--- config.mk ---
export PLATFORM = sky130hd
export DESIGN_NAME = balanced_frame_enc
export DESIGN_NICKNAME = d
export VERILOG_FILES = /design/src/rtl/fse_pkg.sv /design/src/rtl/fse_rst_sync.sv /design/src/rtl/fse_frame_build.sv /design/src/rtl/fse_disparity.sv /design/src/rtl/fse_serializer.sv /design/src/rtl/balanced_frame_enc.sv
export SDC_FILE = /design/constraint.sdc
export NUM_CORES = 1
export LEC_CHECK = 0
export ABC_AREA = 1
export BUFFER_PORTS_ARGS = -buffer_cell sky130_fd_sc_hd__buf_2
export CORE_UTILIZATION = 28
export DETAILED_ROUTE_END_ITERATION = 8
export GPL_ROUTABILITY_DRIVEN = 0
export REMOVE_ABC_BUFFERS = 1
export SLEW_MARGIN = 30
export SYNTH_ARGS = -nofsm -noshare
export SYNTH_HDL_FRONTEND = slang
export SYNTH_SLANG_ARGS = --single-unit
--- constraint.sdc ---
create_clock -name clk -period 2.43 [get_ports clk]
set_input_delay 0 -clock clk [delete_from_list [all_inputs] [get_ports clk]]
set_output_delay 0 -clock clk [all_outputs]
set_load 0.03 [all_outputs]
--- src/rtl/fse_pkg.sv ---
package fse_pkg;
  localparam int CTL_W = 4;

  typedef enum logic [1:0] {
    KIND_FILL = 2'd0,
    KIND_DATA = 2'd1,
    KIND_CTRL = 2'd2
  } frame_kind_e;

  // Control codes before inversion; bit 3 high marks "not inverted",
  // bits 2 and 1 always differ (guaranteed level change).
  localparam logic [CTL_W-1:0] CODE_DATA_M0 = 4'b1101;
  localparam logic [CTL_W-1:0] CODE_DATA_M1 = 4'b1100;
  localparam logic [CTL_W-1:0] CODE_CTRL    = 4'b1011;
  localparam logic [CTL_W-1:0] CODE_FILL    = 4'b1010;
endpackage

--- src/rtl/fse_rst_sync.sv ---
module fse_rst_sync (
  input  logic clk,
  input  logic rst_n,
  output logic rst_s_n
);
  logic stage_q;
  logic hold_q;

  always_ff @(posedge clk or negedge rst_n) begin
    if (!rst_n) begin
      stage_q <= 1'b0;
      hold_q  <= 1'b0;
    end else begin
      stage_q <= 1'b1;
      hold_q  <= stage_q;
    end
  end

  assign rst_s_n = hold_q;
endmodule

--- src/rtl/fse_frame_build.sv ---
module fse_frame_build
  import fse_pkg::*;
#(
  parameter  int DW_N = 16,
  parameter  int DW_W = 20,
  localparam int FW   = DW_W + CTL_W
) (
  input  logic            wide,
  input  logic            flag_as_data,
  input  logic            dav_n,
  input  logic            cav_n,
  input  logic            fill_sel,
  input  logic            flag,
  input  logic            seg_q,
  input  logic [DW_W-1:0] din,
  output frame_kind_e     kind,
  output logic [FW-1:0]   raw
);
  localparam logic [DW_N-1:0] CMASK_N = {2'b00, {(DW_N-2){1'b1}}};
  localparam logic [DW_W-1:0] CMASK_W = {2'b00, {(DW_W-2){1'b1}}};

  // Fill patterns: type 0 = upper half ones, type 1 = alternating quarter groups
  logic [DW_N-1:0] fill0_n, fill1_n;
  logic [DW_W-1:0] fill0_w, fill1_w;

  for (genvar i = 0; i < DW_N; i++) begin : g_fill_n
    assign fill0_n[i] = (i >= DW_N / 2);
    assign fill1_n[i] = (((i / (DW_N / 4)) % 2) == 1);
  end
  for (genvar j = 0; j < DW_W; j++) begin : g_fill_w
    assign fill0_w[j] = (j >= DW_W / 2);
    assign fill1_w[j] = (((j / (DW_W / 4)) % 2) == 1);
  end

  logic             marker;
  logic [CTL_W-1:0] ctl;
  logic [DW_N-1:0]  data_n;
  logic [DW_W-1:0]  data_w;

  always_comb begin
    if (!cav_n)      kind = KIND_CTRL;
    else if (!dav_n) kind = KIND_DATA;
    else             kind = KIND_FILL;

    marker = flag_as_data ? flag : seg_q;

    unique case (kind)
      KIND_CTRL: begin
        ctl    = CODE_CTRL;
        data_n = din[DW_N-1:0] & CMASK_N;
        data_w = din & CMASK_W;
      end
      KIND_DATA: begin
        ctl    = marker ? CODE_DATA_M1 : CODE_DATA_M0;
        data_n = din[DW_N-1:0];
        data_w = din;
      end
      default: begin
        ctl    = CODE_FILL;
        data_n = fill_sel ? fill1_n : fill0_n;
        data_w = fill_sel ? fill1_w : fill0_w;
      end
    endcase

    if (wide) raw = {ctl, data_w};
    else      raw = {{(FW-DW_N-CTL_W){1'b0}}, ctl, data_n};
  end
endmodule

--- src/rtl/fse_disparity.sv ---
module fse_disparity
  import fse_pkg::*;
#(
  parameter  int DW_N  = 16,
  parameter  int DW_W  = 20,
  parameter  int ACC_W = 8,
  localparam int FW    = DW_W + CTL_W,
  localparam int FL_N  = DW_N + CTL_W,
  localparam int PC_W  = $clog2(FW + 1)
) (
  input  logic                    clk,
  input  logic                    rst_n,
  input  logic                    load,
  input  logic                    wide,
  input  logic [FW-1:0]           raw,
  output logic                    invert,
  output logic [FW-1:0]           sent,
  output logic signed [ACC_W-1:0] acc_q
);
  localparam logic [FW-1:0] MASK_N = {{(FW-FL_N){1'b0}}, {FL_N{1'b1}}};

  logic [PC_W-1:0]         pc;
  logic signed [ACC_W-1:0] fl_s;
  logic signed [ACC_W-1:0] sgn;
  logic signed [ACC_W-1:0] step;
  logic signed [ACC_W-1:0] acc_d;
  logic [FW-1:0]           mask;

  always_comb begin
    pc = '0;
    for (int i = 0; i < FW; i++) pc = pc + PC_W'(raw[i]);
  end

  always_comb begin
    fl_s   = wide ? ACC_W'(FW) : ACC_W'(FL_N);
    sgn    = $signed({{(ACC_W-PC_W-1){1'b0}}, pc, 1'b0}) - fl_s;
    invert = (acc_q != '0) && (sgn != '0) && (acc_q[ACC_W-1] == sgn[ACC_W-1]);
    mask   = wide ? {FW{1'b1}} : MASK_N;
    sent   = invert ? (raw ^ mask) : raw;
    step   = invert ? -sgn : sgn;
    acc_d  = acc_q + step;
  end

  always_ff @(posedge clk or negedge rst_n) begin
    if (!rst_n)    acc_q <= '0;
    else if (load) acc_q <= acc_d;
  end
endmodule

--- src/rtl/fse_serializer.sv ---
module fse_serializer
  import fse_pkg::*;
#(
  parameter  int DW_N = 16,
  parameter  int DW_W = 20,
  localparam int FW   = DW_W + CTL_W,
  localparam int FL_N = DW_N + CTL_W,
  localparam int CW   = $clog2(FW)
) (
  input  logic          clk,
  input  logic          rst_n,
  input  logic          wide,
  input  logic [FW-1:0] frame_in,
  output logic          take,
  output logic          ser_out
);
  logic [CW-1:0] cnt_q, cnt_d, last;
  logic          mode_q, mode_d;
  logic [FW-1:0] sh_q, sh_d;

  assign take    = rst_n && (cnt_q == '0);
  assign ser_out = sh_q[0];

  always_comb begin
    last   = mode_q ? CW'(FW - 1) : CW'(FL_N - 1);
    cnt_d  = (cnt_q == last) ? '0 : cnt_q + CW'(1);
    mode_d = take ? wide : mode_q;
    sh_d   = take ? frame_in : (sh_q >> 1);
  end

  always_ff @(posedge clk or negedge rst_n) begin
    if (!rst_n) begin
      cnt_q  <= '0;
      mode_q <= 1'b0;
      sh_q   <= '0;
    end else begin
      cnt_q  <= cnt_d;
      mode_q <= mode_d;
      sh_q   <= sh_d;
    end
  end
endmodule

--- src/rtl/balanced_frame_enc.sv ---
module balanced_frame_enc
  import fse_pkg::*;
#(
  parameter int DW_N  = 16,
  parameter int DW_W  = 20,
  parameter int ACC_W = 8
) (
  input  logic                  clk,
  input  logic                  rst_n,
  input  logic                  wide_mode,
  input  logic                  flag_as_data,
  input  logic                  dav_n,
  input  logic                  cav_n,
  input  logic                  fill_sel,
  input  logic                  flag_in,
  input  logic [DW_W-1:0]       din,
  output logic                  take,
  output logic [DW_W+CTL_W-1:0] frame_word,
  output logic                  frame_inv,
  output logic                  ser_out
);
  localparam int FW = DW_W + CTL_W;

  logic                    rst_s_n;
  frame_kind_e             kind;
  logic [FW-1:0]           raw, sent;
  logic                    invert;
  logic signed [ACC_W-1:0] acc_q;
  logic                    seg_q, seg_d;
  logic [FW-1:0]           frame_q, frame_d;
  logic                    inv_q, inv_d;

  fse_rst_sync u_rst (
    .clk     (clk),
    .rst_n   (rst_n),
    .rst_s_n (rst_s_n)
  );

  fse_frame_build #(.DW_N(DW_N), .DW_W(DW_W)) u_build (
    .wide         (wide_mode),
    .flag_as_data (flag_as_data),
    .dav_n        (dav_n),
    .cav_n        (cav_n),
    .fill_sel     (fill_sel),
    .flag         (flag_in),
    .seg_q        (seg_q),
    .din          (din),
    .kind         (kind),
    .raw          (raw)
  );

  fse_disparity #(.DW_N(DW_N), .DW_W(DW_W), .ACC_W(ACC_W)) u_disp (
    .clk    (clk),
    .rst_n  (rst_s_n),
    .load   (take),
    .wide   (wide_mode),
    .raw    (raw),
    .invert (invert),
    .sent   (sent),
    .acc_q  (acc_q)
  );

  fse_serializer #(.DW_N(DW_N), .DW_W(DW_W)) u_ser (
    .clk      (clk),
    .rst_n    (rst_s_n),
    .wide     (wide_mode),
    .frame_in (sent),
    .take     (take),
    .ser_out  (ser_out)
  );

  always_comb begin
    seg_d   = seg_q;
    frame_d = frame_q;
    inv_d   = inv_q;
    if (take) begin
      seg_d   = (kind == KIND_DATA) && !flag_as_data && !seg_q;
      frame_d = sent;
      inv_d   = invert;
    end
  end

  always_ff @(posedge clk or negedge rst_s_n) begin
    if (!rst_s_n) begin
      seg_q   <= 1'b0;
      frame_q <= '0;
      inv_q   <= 1'b0;
    end else begin
      seg_q   <= seg_d;
      frame_q <= frame_d;
      inv_q   <= inv_d;
    end
  end

  assign frame_word = frame_q;
  assign frame_inv  = inv_q;
endmodule

==> impl_metrics.prom, run 1 <==
# TYPE chip_impl_metric gauge
chip_impl_metric{name="clkTransAtPathRegs",unit="ps"} 60
chip_impl_metric{name="remaining_max_slew_budget_at_the_tightest_pin",unit="%"} 45.0
chip_impl_metric{name="initial_utilization",unit="%"} 28.6
chip_impl_metric{name="clock_insertion_delay_worst_skew",unit="ps"} 330
chip_impl_metric{name="floorplan.rows",unit=""} 44
chip_impl_metric{name="synth_seq_area_share",unit="%"} 39.1
chip_impl_metric{name="pre_cts_slack",unit="ps"} -4820
chip_impl_metric{name="instances_no_fill",unit=""} 862
chip_impl_metric{name="grt_first_pass_wirelength",unit="mm"} 18.0
chip_impl_metric{name="slowest_delay",unit="ps"} 540
chip_impl_info{name="start_kind",value="flip-flop"} 1
chip_impl_info{name="tritoncts",value="yes"} 1
chip_impl_metric{name="yosys_warnings",unit=""} 0
chip_impl_metric{name="area_delta_synth_final",unit="%"} 42.9
chip_impl_metric{name="number_of_antenna_violations_at_the_first_check_in_global_routing",unit=""} 0
chip_impl_info{name="crit_path_start",value="seg_q$_DFFE_PN0P_"} 1
chip_impl_metric{name="die_w",unit="µm"} 124
chip_impl_metric{name="drive_above_1_share",unit="%"} 32.4
chip_impl_metric{name="drtIter0Drc",unit=""} 229
chip_impl_metric{name="via_density_per_instance",unit=""} 4.46
chip_impl_info{name="status",value="finished with violations"} 1
chip_impl_info{name="critical_path.slowest_cell",value="sky130_fd_sc_hd__fa_2"} 1
chip_impl_info{name="worstHoldStart",value="flag_as_data"} 1
chip_impl_metric{name="nets",unit=""} 739
chip_impl_info{name="cts.root.buffer_cell",value="sky130_fd_sc_hd__clkbuf_16"} 1
chip_impl_metric{name="synth.cell_area",unit="µm²"} 4160
chip_impl_metric{name="routed_length_per_instance",unit="µm"} 13.0
chip_impl_metric{name="core-area",unit="µm²"} 14500
chip_impl_metric{name="diodes",unit=""} 0
chip_impl_info{name="violated_checks",value="setup timing"} 1
chip_impl_metric{name="number_of_standard_cells_after_synthesis",unit=""} 531
chip_impl_metric{name="track_usage",unit="%"} 15.5
chip_impl_metric{name="placed_area",unit="µm²"} 5080
chip_impl_info{name="grt_setup_unrepaired",value="true"} 1
chip_impl_metric{name="place.port_buffers",unit=""} 54
chip_impl_metric{name="yosys.area_share.xor_xnor",unit="%"} 0.842
chip_impl_metric{name="drt.antenna.violating_nets",unit=""} 0
chip_impl_metric{name="synth-simple-area-share",unit="%"} 29.3
chip_impl_metric{name="detailed_place_hpwl",unit="mm"} 7.56
chip_impl_metric{name="final_min_period",unit="ps"} 6940
chip_impl_metric{name="final_design_area_no_fill",unit="µm²"} 5940
chip_impl_metric{name="pin_count_of_the_biggest_net_entering_global_routing",unit=""} 64
chip_impl_info{name="synthFlopType",value="sky130_fd_sc_hd__dfrtp_1"} 1
chip_impl_metric{name="level_count_of_the_clock_h_tree",unit=""} 3
chip_impl_metric{name="final_min_period_over_clock_period",unit="%"} 286
chip_impl_metric{name="final_hold_viol_count",unit=""} 0
chip_impl_metric{name="cp_data_required_time",unit="ps"} 2660
chip_impl_metric{name="setup_viol",unit=""} 56
chip_impl_metric{name="worstPathArrival",unit="ps"} 7170
chip_impl_info{name="hold_path.class",value="in -> reg"} 1
chip_impl_metric{name="number_of_synthesized_flops_with_an_enable_pin",unit=""} 0
chip_impl_metric{name="dr.pass1.iters",unit=""} 4
chip_impl_metric{name="fill_cells",unit=""} 1461
chip_impl_metric{name="chipHeight",unit="µm"} 124
chip_impl_metric{name="dp.cells",unit=""} 821
chip_impl_metric{name="floorplan.io_pins",unit=""} 55
chip_impl_metric{name="gr-total-overflow",unit=""} 0
chip_impl_metric{name="ys_async_sr_fraction",unit="%"} 100
chip_impl_metric{name="via_count",unit=""} 3844
chip_impl_info{name="r2r-start",value="seg_q$_DFFE_PN0P_"} 1
chip_impl_metric{name="postSynthAreaPerCell",unit="µm²"} 7.83
chip_impl_metric{name="tightestPinTransition",unit="ps"} 825
chip_impl_metric{name="synth_adder_area_share",unit="%"} 14.9
chip_impl_metric{name="yosys.cell_types.count",unit=""} 36
chip_impl_metric{name="hold-worst-slack",unit="ps"} 3.91
chip_impl_metric{name="max-cap-violations",unit=""} 0
chip_impl_metric{name="final_max_slew_viol_count",unit=""} 0
chip_impl_info{name="end_kind",value="flip-flop"} 1
chip_impl_info{name="synth_top_family_by_area",value="simple AND/OR/NAND/NOR gates"} 1
chip_impl_metric{name="numCtsBuffers",unit=""} 9
chip_impl_metric{name="critical_path_peak_fanout",unit=""} 5
chip_impl_metric{name="die_area",unit="µm²"} 15300
chip_impl_metric{name="cts.sinks",unit=""} 65
chip_impl_metric{name="achievable-frequency",unit="MHz"} 144
chip_impl_metric{name="synth.area.mux_share",unit="%"} 0
chip_impl_metric{name="grt_pass1_vias",unit=""} 3662
chip_impl_metric{name="synth_compound_gate_area_share",unit="%"} 5.42
chip_impl_metric{name="drc",unit=""} 0
chip_impl_info{name="crit_top_cell",value="sky130_fd_sc_hd__fa_1"} 1
chip_impl_metric{name="detail_route.wirelength",unit="mm"} 11.2
chip_impl_info{name="crit_type",value="reg -> reg"} 1
chip_impl_metric{name="final.setup.worst_slack",unit="ps"} -4510
chip_impl_metric{name="fin_worst_skew",unit="ps"} 6.75
chip_impl_metric{name="synth-seq-cells",unit=""} 65
chip_impl_metric{name="clock_tree.buffer_depth",unit=""} 2
per-stage QoR:
step                      utilization, %  TNS, ps
after global routing                40.9  -234880
after global placement              35.0  -218400
after floorplan                        -  -213700
final                               40.9  -216160
after CTS                           39.7  -215680
after detailed placement            35.0  -220020
critical path, delay by kind of cell (launching register included):
kind            cells  cell delay [ps]
flops               1              370
simple gates       16             1210
fa+ha+maj          10             4260
buf+inv            11              780
compound gates      2              190
Yosys cell counts (all sizes together), types with 2 or more instances:
master	number	area share (%)
nand2	186	17
xnor2	3	0.63
dfrtp	65	39
nor2	20	2.0
o21bai	2	0.36
a31oi	3	0.45
o21ai	14	1.7
fa	19	9.1
buf	11	2.0
nor3	3	0.36
or2	2	0.30
a21oi	14	1.7
ha	19	5.7
a21o	3	0.54
nand3	41	5.2
inv	83	7.5
nand4	24	3.6
clkbuf	9	0.81
worst paths after layout:
kind	endpoint	slack (ps)	cells past startpoint
setup / recovery	u_disp.acc_q[6]$_DFFE_PN0P_	-4510	39
hold / removal	seg_q$_DFFE_PN0P_	4	4
setup reg to reg	u_disp.acc_q[6]$_DFFE_PN0P_	-4510	39
hold reg to reg	u_rst.rst_s_n$_DFF_PN0_	360	0
max in group asynchronous	frame_word[6]$_DFFE_PN0P_	1410	1
min in group asynchronous	frame_word[23]$_DFFE_PN0P_	470	1
registers in the layout (all words and copies together) (netlist names):
signal / cells
frame_word: 24
u_ser.sh_q: 24
u_disp.acc_q: 7
u_ser.cnt_q: 5
frame_inv: 1
seg_q: 1
u_rst.rst_s_n: 1
u_rst.stage_q: 1
u_ser.mode_q: 1
kinds of logic (layout without fill, tap and decap cells):
group	Yosys count	after routing
other	1	1
xor gates and xnor gates	4	4
adders and majority gates	38	38
buffers and inverters	104	251
AOI/OAI and AO/OA	40	40
and+or+nand+nor	279	279
DFF	65	65
cell type report:
type / count / area [µm²] / share of cell area, %
Timing Repair Buffer: 151 / 1170 / 19.7
Clock inverter: 5 / 31.3 / 0.526
Sequential cell: 65 / 1630 / 27.4
Inverter: 84 / 320 / 5.39
Multi-Input combinational cell: 362 / 2320 / 39.0
Tap cell: 184 / 230 / 3.87
Clock buffer: 11 / 243 / 4.09
cells in the final DEF, fill, tap and decap left out, types with 3 or more instances in the layout:
cell type	synthesis	layout
sky130_fd_sc_hd__nand2_1	180	169
sky130_fd_sc_hd__buf_4	4	82
sky130_fd_sc_hd__inv_1	82	75
sky130_fd_sc_hd__dfrtp_1	65	64
sky130_fd_sc_hd__buf_2	4	54
sky130_fd_sc_hd__nand3_1	40	36
sky130_fd_sc_hd__nand4_1	24	24
sky130_fd_sc_hd__nor2_1	19	16
sky130_fd_sc_hd__fa_1	19	16
sky130_fd_sc_hd__ha_1	19	14
sky130_fd_sc_hd__nand2_2	5	13
sky130_fd_sc_hd__a21oi_1	14	13
sky130_fd_sc_hd__clkbuf_16	0	10
sky130_fd_sc_hd__inv_2	1	6
sky130_fd_sc_hd__o21ai_1	3	5
sky130_fd_sc_hd__nand2_4	1	4
sky130_fd_sc_hd__o21ai_0	11	4
sky130_fd_sc_hd__o21ai_2	0	4
sky130_fd_sc_hd__ha_4	0	4
sky130_fd_sc_hd__buf_6	3	4
sky130_fd_sc_hd__nor3_1	3	3
sky130_fd_sc_hd__a21o_1	3	3
sky130_fd_sc_hd__nand3_2	0	3
sky130_fd_sc_hd__fa_2	0	3
sky130_fd_sc_hd__clkinv_2	0	3
sky130_fd_sc_hd__buf_12	0	3
metal layers:
| layer | GRT usage (%) | up-vias | wire length [µm] |
|---|---|---|---|
| met1 | 20.7 | 1788 | 5250 |
| met3 | 3.21 | 16 | 402 |
| met2 | 24.5 | 81 | 5350 |
| met4 | 5.50 | 0 | 204 |
| met5 | 0 | - | 0 |
| li1 | - | 1959 | - |
timing repair:
action	CTS	global route
endpoints found under the setup margin	56	56
hold buffers	2	0
hold endpoints to repair	2	0
cloned	4	1
pin swaps	28	24
gates resized for setup	56	19
buffers inserted	13	6
Power of run 1 is left out: the tool's default activity adds up to more than one toggle a clock period on the data nets, which glitch-free logic cannot reach.
==> run 2: changes to the inputs <==
--- a/config.mk
+++ b/config.mk
@@ -7,9 +7,11 @@
 export LEC_CHECK = 0
 export ABC_AREA = 1
 export BUFFER_PORTS_ARGS = -buffer_cell sky130_fd_sc_hd__buf_2
+export CORE_MARGIN = 10
 export CORE_UTILIZATION = 28
 export DETAILED_ROUTE_END_ITERATION = 8
 export GPL_ROUTABILITY_DRIVEN = 0
+export PLACE_DENSITY_LB_ADDON = 0.12
 export REMOVE_ABC_BUFFERS = 1
 export SLEW_MARGIN = 30
 export SYNTH_ARGS = -nofsm -noshare
==> run 2 against run 1 <==
Against the previous run: the flow still finishes with violations (setup timing); critical path depth fell by 2; non-clock buffer count increased by 4; cell count increased by 0.46%; first-iteration DRC count down 3.5%; clock-buffer cell count shrank 1; worst hold slack better by 100 ps; clock skew up 1.4 ps; fmax fell by 0.10%; critical path type unchanged; largest cell class unchanged.
==> impl_metrics.prom, run 2 (synthesis results as in run 1) <==
# TYPE chip_impl_metric gauge
chip_impl_info{name="status",value="finished with violations"} 1
chip_impl_info{name="violated_checks",value="setup timing"} 1
chip_impl_metric{name="setup_viol",unit=""} 56
chip_impl_metric{name="drc",unit=""} 0
chip_impl_metric{name="clock_tree.buffer_depth",unit=""} 2
chip_impl_metric{name="routed_length_per_instance",unit="µm"} 14.5
chip_impl_info{name="critical_path.slowest_cell",value="sky130_fd_sc_hd__fa_2"} 1
chip_impl_metric{name="gr-total-overflow",unit=""} 0
chip_impl_metric{name="achievable-frequency",unit="MHz"} 144
chip_impl_metric{name="cp_data_required_time",unit="ps"} 2660
chip_impl_metric{name="clkTransAtPathRegs",unit="ps"} 60
chip_impl_metric{name="chipHeight",unit="µm"} 142
chip_impl_metric{name="pre_cts_slack",unit="ps"} -4960
chip_impl_info{name="grt_setup_unrepaired",value="true"} 1
chip_impl_metric{name="instances_no_fill",unit=""} 866
chip_impl_metric{name="final.setup.worst_slack",unit="ps"} -4520
chip_impl_metric{name="clock_insertion_delay_worst_skew",unit="ps"} 340
chip_impl_metric{name="floorplan.rows",unit=""} 44
chip_impl_metric{name="final_min_period",unit="ps"} 6950
chip_impl_metric{name="final_max_slew_viol_count",unit=""} 0
chip_impl_metric{name="drtIter0Drc",unit=""} 221
chip_impl_info{name="cts.root.buffer_cell",value="sky130_fd_sc_hd__clkbuf_16"} 1
chip_impl_metric{name="hold-worst-slack",unit="ps"} 109
chip_impl_metric{name="core-area",unit="µm²"} 14500
chip_impl_metric{name="final_hold_viol_count",unit=""} 0
chip_impl_metric{name="detailed_place_hpwl",unit="mm"} 9.05
chip_impl_metric{name="final_setup_tns",unit="ps"} -207360
chip_impl_metric{name="pin_count_of_the_biggest_net_entering_global_routing",unit=""} 64
chip_impl_metric{name="number_of_antenna_violations_at_the_first_check_in_global_routing",unit=""} 0
chip_impl_metric{name="fin_worst_skew",unit="ps"} 8.13
chip_impl_metric{name="slowest_delay",unit="ps"} 550
chip_impl_metric{name="worstPathArrival",unit="ps"} 7180
chip_impl_metric{name="max-cap-violations",unit=""} 0
chip_impl_metric{name="die_w",unit="µm"} 142
chip_impl_metric{name="dr.pass1.iters",unit=""} 4
chip_impl_metric{name="drive_above_1_share",unit="%"} 35.3
chip_impl_metric{name="via_density_per_instance",unit=""} 4.48
chip_impl_metric{name="tightestPinTransition",unit="ps"} 805
chip_impl_metric{name="grt_pass1_vias",unit=""} 3991
chip_impl_info{name="tritoncts",value="yes"} 1
chip_impl_metric{name="area_delta_synth_final",unit="%"} 43.7
chip_impl_metric{name="drt.antenna.violating_nets",unit=""} 0
chip_impl_info{name="end_kind",value="flip-flop"} 1
chip_impl_metric{name="cts.sinks",unit=""} 65
chip_impl_metric{name="critical_path_peak_fanout",unit=""} 4
chip_impl_info{name="crit_type",value="reg -> reg"} 1
chip_impl_metric{name="place.port_buffers",unit=""} 54
chip_impl_metric{name="via_count",unit=""} 3878
chip_impl_info{name="start_kind",value="flip-flop"} 1
chip_impl_metric{name="dp.cells",unit=""} 830
chip_impl_info{name="final_cell_mix",value="160 x sky130_fd_sc_hd__nand2_1, 88 x sky130_fd_sc_hd__buf_4, 73 x sky130_fd_sc_hd__inv_1"} 1
chip_impl_info{name="most_common_cell_after_layout_fill_and_taps_aside",value="sky130_fd_sc_hd__nand2_1"} 1
chip_impl_info{name="hold_path.class",value="in -> reg"} 1
chip_impl_metric{name="diodes",unit=""} 0
chip_impl_metric{name="level_count_of_the_clock_h_tree",unit=""} 3
chip_impl_metric{name="final_min_period_over_clock_period",unit="%"} 286
chip_impl_metric{name="track_usage",unit="%"} 12.6
chip_impl_metric{name="detail_route.wirelength",unit="mm"} 12.5
chip_impl_metric{name="nets",unit=""} 743
chip_impl_metric{name="floorplan.io_pins",unit=""} 55
chip_impl_metric{name="die_area",unit="µm²"} 20100
chip_impl_metric{name="remaining_max_slew_budget_at_the_tightest_pin",unit="%"} 46.4
chip_impl_metric{name="grt_first_pass_wirelength",unit="mm"} 20.3
chip_impl_metric{name="initial_utilization",unit="%"} 28.6
chip_impl_metric{name="numCtsBuffers",unit=""} 9
==> run 2: changes by cell type in the layout (fill, tap and decap cells not counted), moves of 6 or more <==
cell                      delta
sky130_fd_sc_hd__nand3_2    +10
sky130_fd_sc_hd__buf_4       +6
sky130_fd_sc_hd__nand2_2     +9
sky130_fd_sc_hd__nand3_1     -9
sky130_fd_sc_hd__nand2_1     -9
==> run 2: worst max-delay path: cells and delay by family (launching register included) <==
kind | cells | cell delay, ps
simple gates | 15 | 1110
buf+inv | 8 | 520
flops | 1 | 380
fa+ha+maj | 10 | 4170
compound gates | 4 | 630
==> run 2: cell type report <==
type	instances	area (µm²)
inverters	84	320
clock buffers	10	239
multi-input cells	362	2350
well taps	184	230
flip-flops and latches	65	1630
repair buffers	155	1120
clock inverters	6	90.1
fillers	1506	8560
==> run 2: timing repair <==
action / CTS / global route
cloned: 1 / 2
gates resized for setup: 66 / 22
endpoints found under the setup margin: 56 / 56
pin swaps: 21 / 13
buffers inserted: 8 / 8
hold buffers: 3 / 0
hold endpoints to repair: 3 / 0
==> run 2: metrics by stage <==
step                      instance area (µm²)  util [%]
after floorplan                          4040         -
after global placement                   5150      35.4
after detailed placement                 5150      35.4
after CTS                                5830      40.1
after global routing                     5980      41.1
final                                    5980      41.1
==> run 2: worst paths after layout <==
check                                        start                          end  slack, ps  cells after the start
setup reg to reg                 seg_q$_DFFE_PN0P_  u_disp.acc_q[6]$_DFFE_PN0P_      -4520                     37
setup / recovery                 seg_q$_DFFE_PN0P_  u_disp.acc_q[6]$_DFFE_PN0P_      -4520                     37
max in group asynchronous  u_rst.rst_s_n$_DFF_PN0_      u_ser.sh_q[4]$_DFF_PN0_       1410                      1
hold reg to reg            u_rst.stage_q$_DFF_PN0_      u_rst.rst_s_n$_DFF_PN0_        350                      0
hold / removal                              din[1]    frame_word[1]$_DFFE_PN0P_        110                      5
min in group asynchronous  u_rst.rst_s_n$_DFF_PN0_        frame_inv$_DFFE_PN0P_        490                      1
==> run 2: layer usage <==
metal / track usage [%] / up-vias / part of all wire (%)
met4: 5.16 / 0 / 1.6
met3: 2.77 / 12 / 3.3
met1: 15.6 / 1867 / 45
li1: - / 1955 / -
met2: 20.8 / 44 / 50
met5: 0 / - / 0
Power of run 2 is left out for the same reason.
==> run 3: changes to the inputs <==
--- a/config.mk
+++ b/config.mk
@@ -11,7 +11,7 @@
 export CORE_UTILIZATION = 28
 export DETAILED_ROUTE_END_ITERATION = 8
 export GPL_ROUTABILITY_DRIVEN = 0
-export PLACE_DENSITY_LB_ADDON = 0.12
+export PLACE_DENSITY = 0.55
 export REMOVE_ABC_BUFFERS = 1
 export SLEW_MARGIN = 30
 export SYNTH_ARGS = -nofsm -noshare
==> run 3 against run 2 <==
Against the previous run: the run still ends with setup timing left; fmax up 1.0%; non-clock buffer count down 5; critical path depth grew 1; first-iteration DRC count shrank 8.6%; core utilization decreased by 0.93 points; clock skew decreased by 3.3 ps; worst hold slack worse by 8.2 ps; setup slack better by 70 ps; critical path type unchanged; largest cell class unchanged.
==> impl_metrics.prom, run 3 (synthesis results as in run 1) <==
# TYPE chip_impl_metric gauge
chip_impl_info{name="hold_path.class",value="in -> reg"} 1
chip_impl_metric{name="routed_length_per_instance",unit="µm"} 13.7
chip_impl_info{name="grt_setup_unrepaired",value="true"} 1
chip_impl_metric{name="slowest_delay",unit="ps"} 590
chip_impl_metric{name="pre_cts_slack",unit="ps"} -4920
chip_impl_info{name="status",value="finished with violations"} 1
chip_impl_metric{name="drt.antenna.violating_nets",unit=""} 0
chip_impl_metric{name="final_hold_viol_count",unit=""} 0
chip_impl_info{name="crit_top_cell",value="sky130_fd_sc_hd__fa_1"} 1
chip_impl_metric{name="drive_above_1_share",unit="%"} 32.5
chip_impl_metric{name="clock_insertion_delay_worst_skew",unit="ps"} 350
chip_impl_metric{name="core-area",unit="µm²"} 14500
chip_impl_metric{name="floorplan.io_pins",unit=""} 55
chip_impl_metric{name="cts.sinks",unit=""} 65
chip_impl_metric{name="fin_worst_skew",unit="ps"} 4.82
chip_impl_metric{name="gr-total-overflow",unit=""} 0
chip_impl_metric{name="number_of_antenna_violations_at_the_first_check_in_global_routing",unit=""} 0
chip_impl_metric{name="critical_path_peak_fanout",unit=""} 5
chip_impl_metric{name="final_max_slew_viol_count",unit=""} 0
chip_impl_metric{name="track_usage",unit="%"} 11.8
chip_impl_info{name="violated_checks",value="setup timing"} 1
chip_impl_metric{name="final_min_period_over_clock_period",unit="%"} 283
chip_impl_metric{name="die_area",unit="µm²"} 20100
chip_impl_metric{name="dr.pass1.iters",unit=""} 4
chip_impl_metric{name="detailed_place_hpwl",unit="mm"} 8.49
chip_impl_metric{name="clock_tree.buffer_depth",unit=""} 2
chip_impl_metric{name="via_count",unit=""} 3866
chip_impl_info{name="most_common_cell_after_layout_fill_and_taps_aside",value="sky130_fd_sc_hd__nand2_1"} 1
chip_impl_metric{name="place.port_buffers",unit=""} 54
chip_impl_metric{name="numCtsBuffers",unit=""} 9
chip_impl_metric{name="diodes",unit=""} 0
chip_impl_metric{name="nets",unit=""} 738
chip_impl_metric{name="detail_route.wirelength",unit="mm"} 11.8
chip_impl_metric{name="max-cap-violations",unit=""} 0
chip_impl_metric{name="via_density_per_instance",unit=""} 4.49
chip_impl_metric{name="area_delta_synth_final",unit="%"} 40.4
chip_impl_metric{name="level_count_of_the_clock_h_tree",unit=""} 3
chip_impl_metric{name="remaining_max_slew_budget_at_the_tightest_pin",unit="%"} 43.2
chip_impl_metric{name="chipHeight",unit="µm"} 142
chip_impl_metric{name="tightestPinTransition",unit="ps"} 852
chip_impl_metric{name="initial_utilization",unit="%"} 28.6
chip_impl_metric{name="instances_no_fill",unit=""} 861
chip_impl_info{name="tritoncts",value="yes"} 1
chip_impl_info{name="cts.root.buffer_cell",value="sky130_fd_sc_hd__clkbuf_16"} 1
chip_impl_metric{name="final_min_period",unit="ps"} 6880
chip_impl_metric{name="die_w",unit="µm"} 142
chip_impl_metric{name="grt_pass1_vias",unit=""} 3937
chip_impl_metric{name="worstPathArrival",unit="ps"} 7120
chip_impl_info{name="critical_path.slowest_cell",value="sky130_fd_sc_hd__fa_2"} 1
chip_impl_metric{name="grt_first_pass_wirelength",unit="mm"} 19.3
chip_impl_metric{name="pin_count_of_the_biggest_net_entering_global_routing",unit=""} 64
chip_impl_metric{name="clkTransAtPathRegs",unit="ps"} 60
chip_impl_info{name="final_cell_mix",value="168 x sky130_fd_sc_hd__nand2_1, 83 x sky130_fd_sc_hd__buf_4, 72 x sky130_fd_sc_hd__inv_1"} 1
chip_impl_info{name="start_kind",value="flip-flop"} 1
chip_impl_info{name="crit_type",value="reg -> reg"} 1
chip_impl_metric{name="cp_data_required_time",unit="ps"} 2670
chip_impl_metric{name="floorplan.rows",unit=""} 44
chip_impl_metric{name="multi_input_area",unit="µm²"} 2280
chip_impl_metric{name="drc",unit=""} 0
chip_impl_info{name="end_kind",value="flip-flop"} 1
chip_impl_metric{name="drtIter0Drc",unit=""} 202
chip_impl_metric{name="achievable-frequency",unit="MHz"} 145
chip_impl_metric{name="dp.cells",unit=""} 828
chip_impl_metric{name="fill_cells",unit=""} 1472
chip_impl_metric{name="ff_latch_area",unit="µm²"} 1630
chip_impl_metric{name="final.setup.worst_slack",unit="ps"} -4450
chip_impl_metric{name="setup_viol",unit=""} 56
## run 3: changes by cell type in the layout (fill, tap and decap cells not counted), moves of 3 or more
cell                      change
sky130_fd_sc_hd__buf_4        -5
sky130_fd_sc_hd__nand3_1      +8
sky130_fd_sc_hd__nand3_2      -9
sky130_fd_sc_hd__nand2_2      -7
sky130_fd_sc_hd__buf_6        +3
sky130_fd_sc_hd__nand2_1      +8
## run 3: final cells by class
type / count / area share [%]
Timing Repair Buffer: 150 / 18.1
Multi-Input combinational cell: 362 / 39.1
Tap cell: 184 / 3.94
Clock inverter: 7 / 1.61
Sequential cell: 65 / 27.9
Inverter: 84 / 5.48
Clock buffer: 9 / 3.86
## run 3: path summary, 6_finish.rpt
path / from / end / slack (ps) / cells past startpoint
setup / recovery: seg_q$_DFFE_PN0P_ / u_disp.acc_q[6]$_DFFE_PN0P_ / -4450 / 38
hold / removal: din[15] / frame_word[15]$_DFFE_PN0P_ / 100 / 5
setup reg to reg: seg_q$_DFFE_PN0P_ / u_disp.acc_q[6]$_DFFE_PN0P_ / -4450 / 38
hold reg to reg: u_rst.stage_q$_DFF_PN0_ / u_rst.rst_s_n$_DFF_PN0_ / 360 / 0
max in group asynchronous: u_rst.rst_s_n$_DFF_PN0_ / u_ser.sh_q[14]$_DFF_PN0_ / 1370 / 1
min in group asynchronous: u_rst.rst_s_n$_DFF_PN0_ / u_ser.cnt_q[1]$_DFF_PN0_ / 450 / 1
## run 3: metal layers
metal | share of wire (%) | up-vias | global-route usage, %
met5 | 0 | - | 0
met4 | 2.2 | 0 | 5.81
met3 | 4.8 | 14 | 3.20
met2 | 48 | 63 | 19.5
met1 | 45 | 1836 | 13.9
li1 | - | 1953 | -
## run 3: stage by stage
step	hold WS (ps)	setup TNS [ps]	utilization (%)	area, µm²
after detailed placement	-212	-226660	35.3	5140
after CTS	64.3	-209650	38.9	5650
final	101	-206940	40.2	5840
after floorplan	-296	-213700	-	4040
after global placement	-215	-223010	35.3	5140
after global routing	110	-225150	40.2	5840
## run 3: what timing repair did
item,CTS,global route
endpoints found under the setup margin,56,56
resized for setup,32,37
cloned,0,2
pin swaps,16,16
hold buffers,2,0
setup buffers,10,6
hold endpoints to repair,2,0
## run 3: critical path, delay by kind of cell, from the launching register on
family | cells | cell delay, ps
AOI/OAI and AO/OA | 4 | 430
buffers and inverters | 8 | 530
and+or+nand+nor | 16 | 1230
DFF | 1 | 380
adders and majority gates | 10 | 4200
Power of run 3 is left out for the same reason.
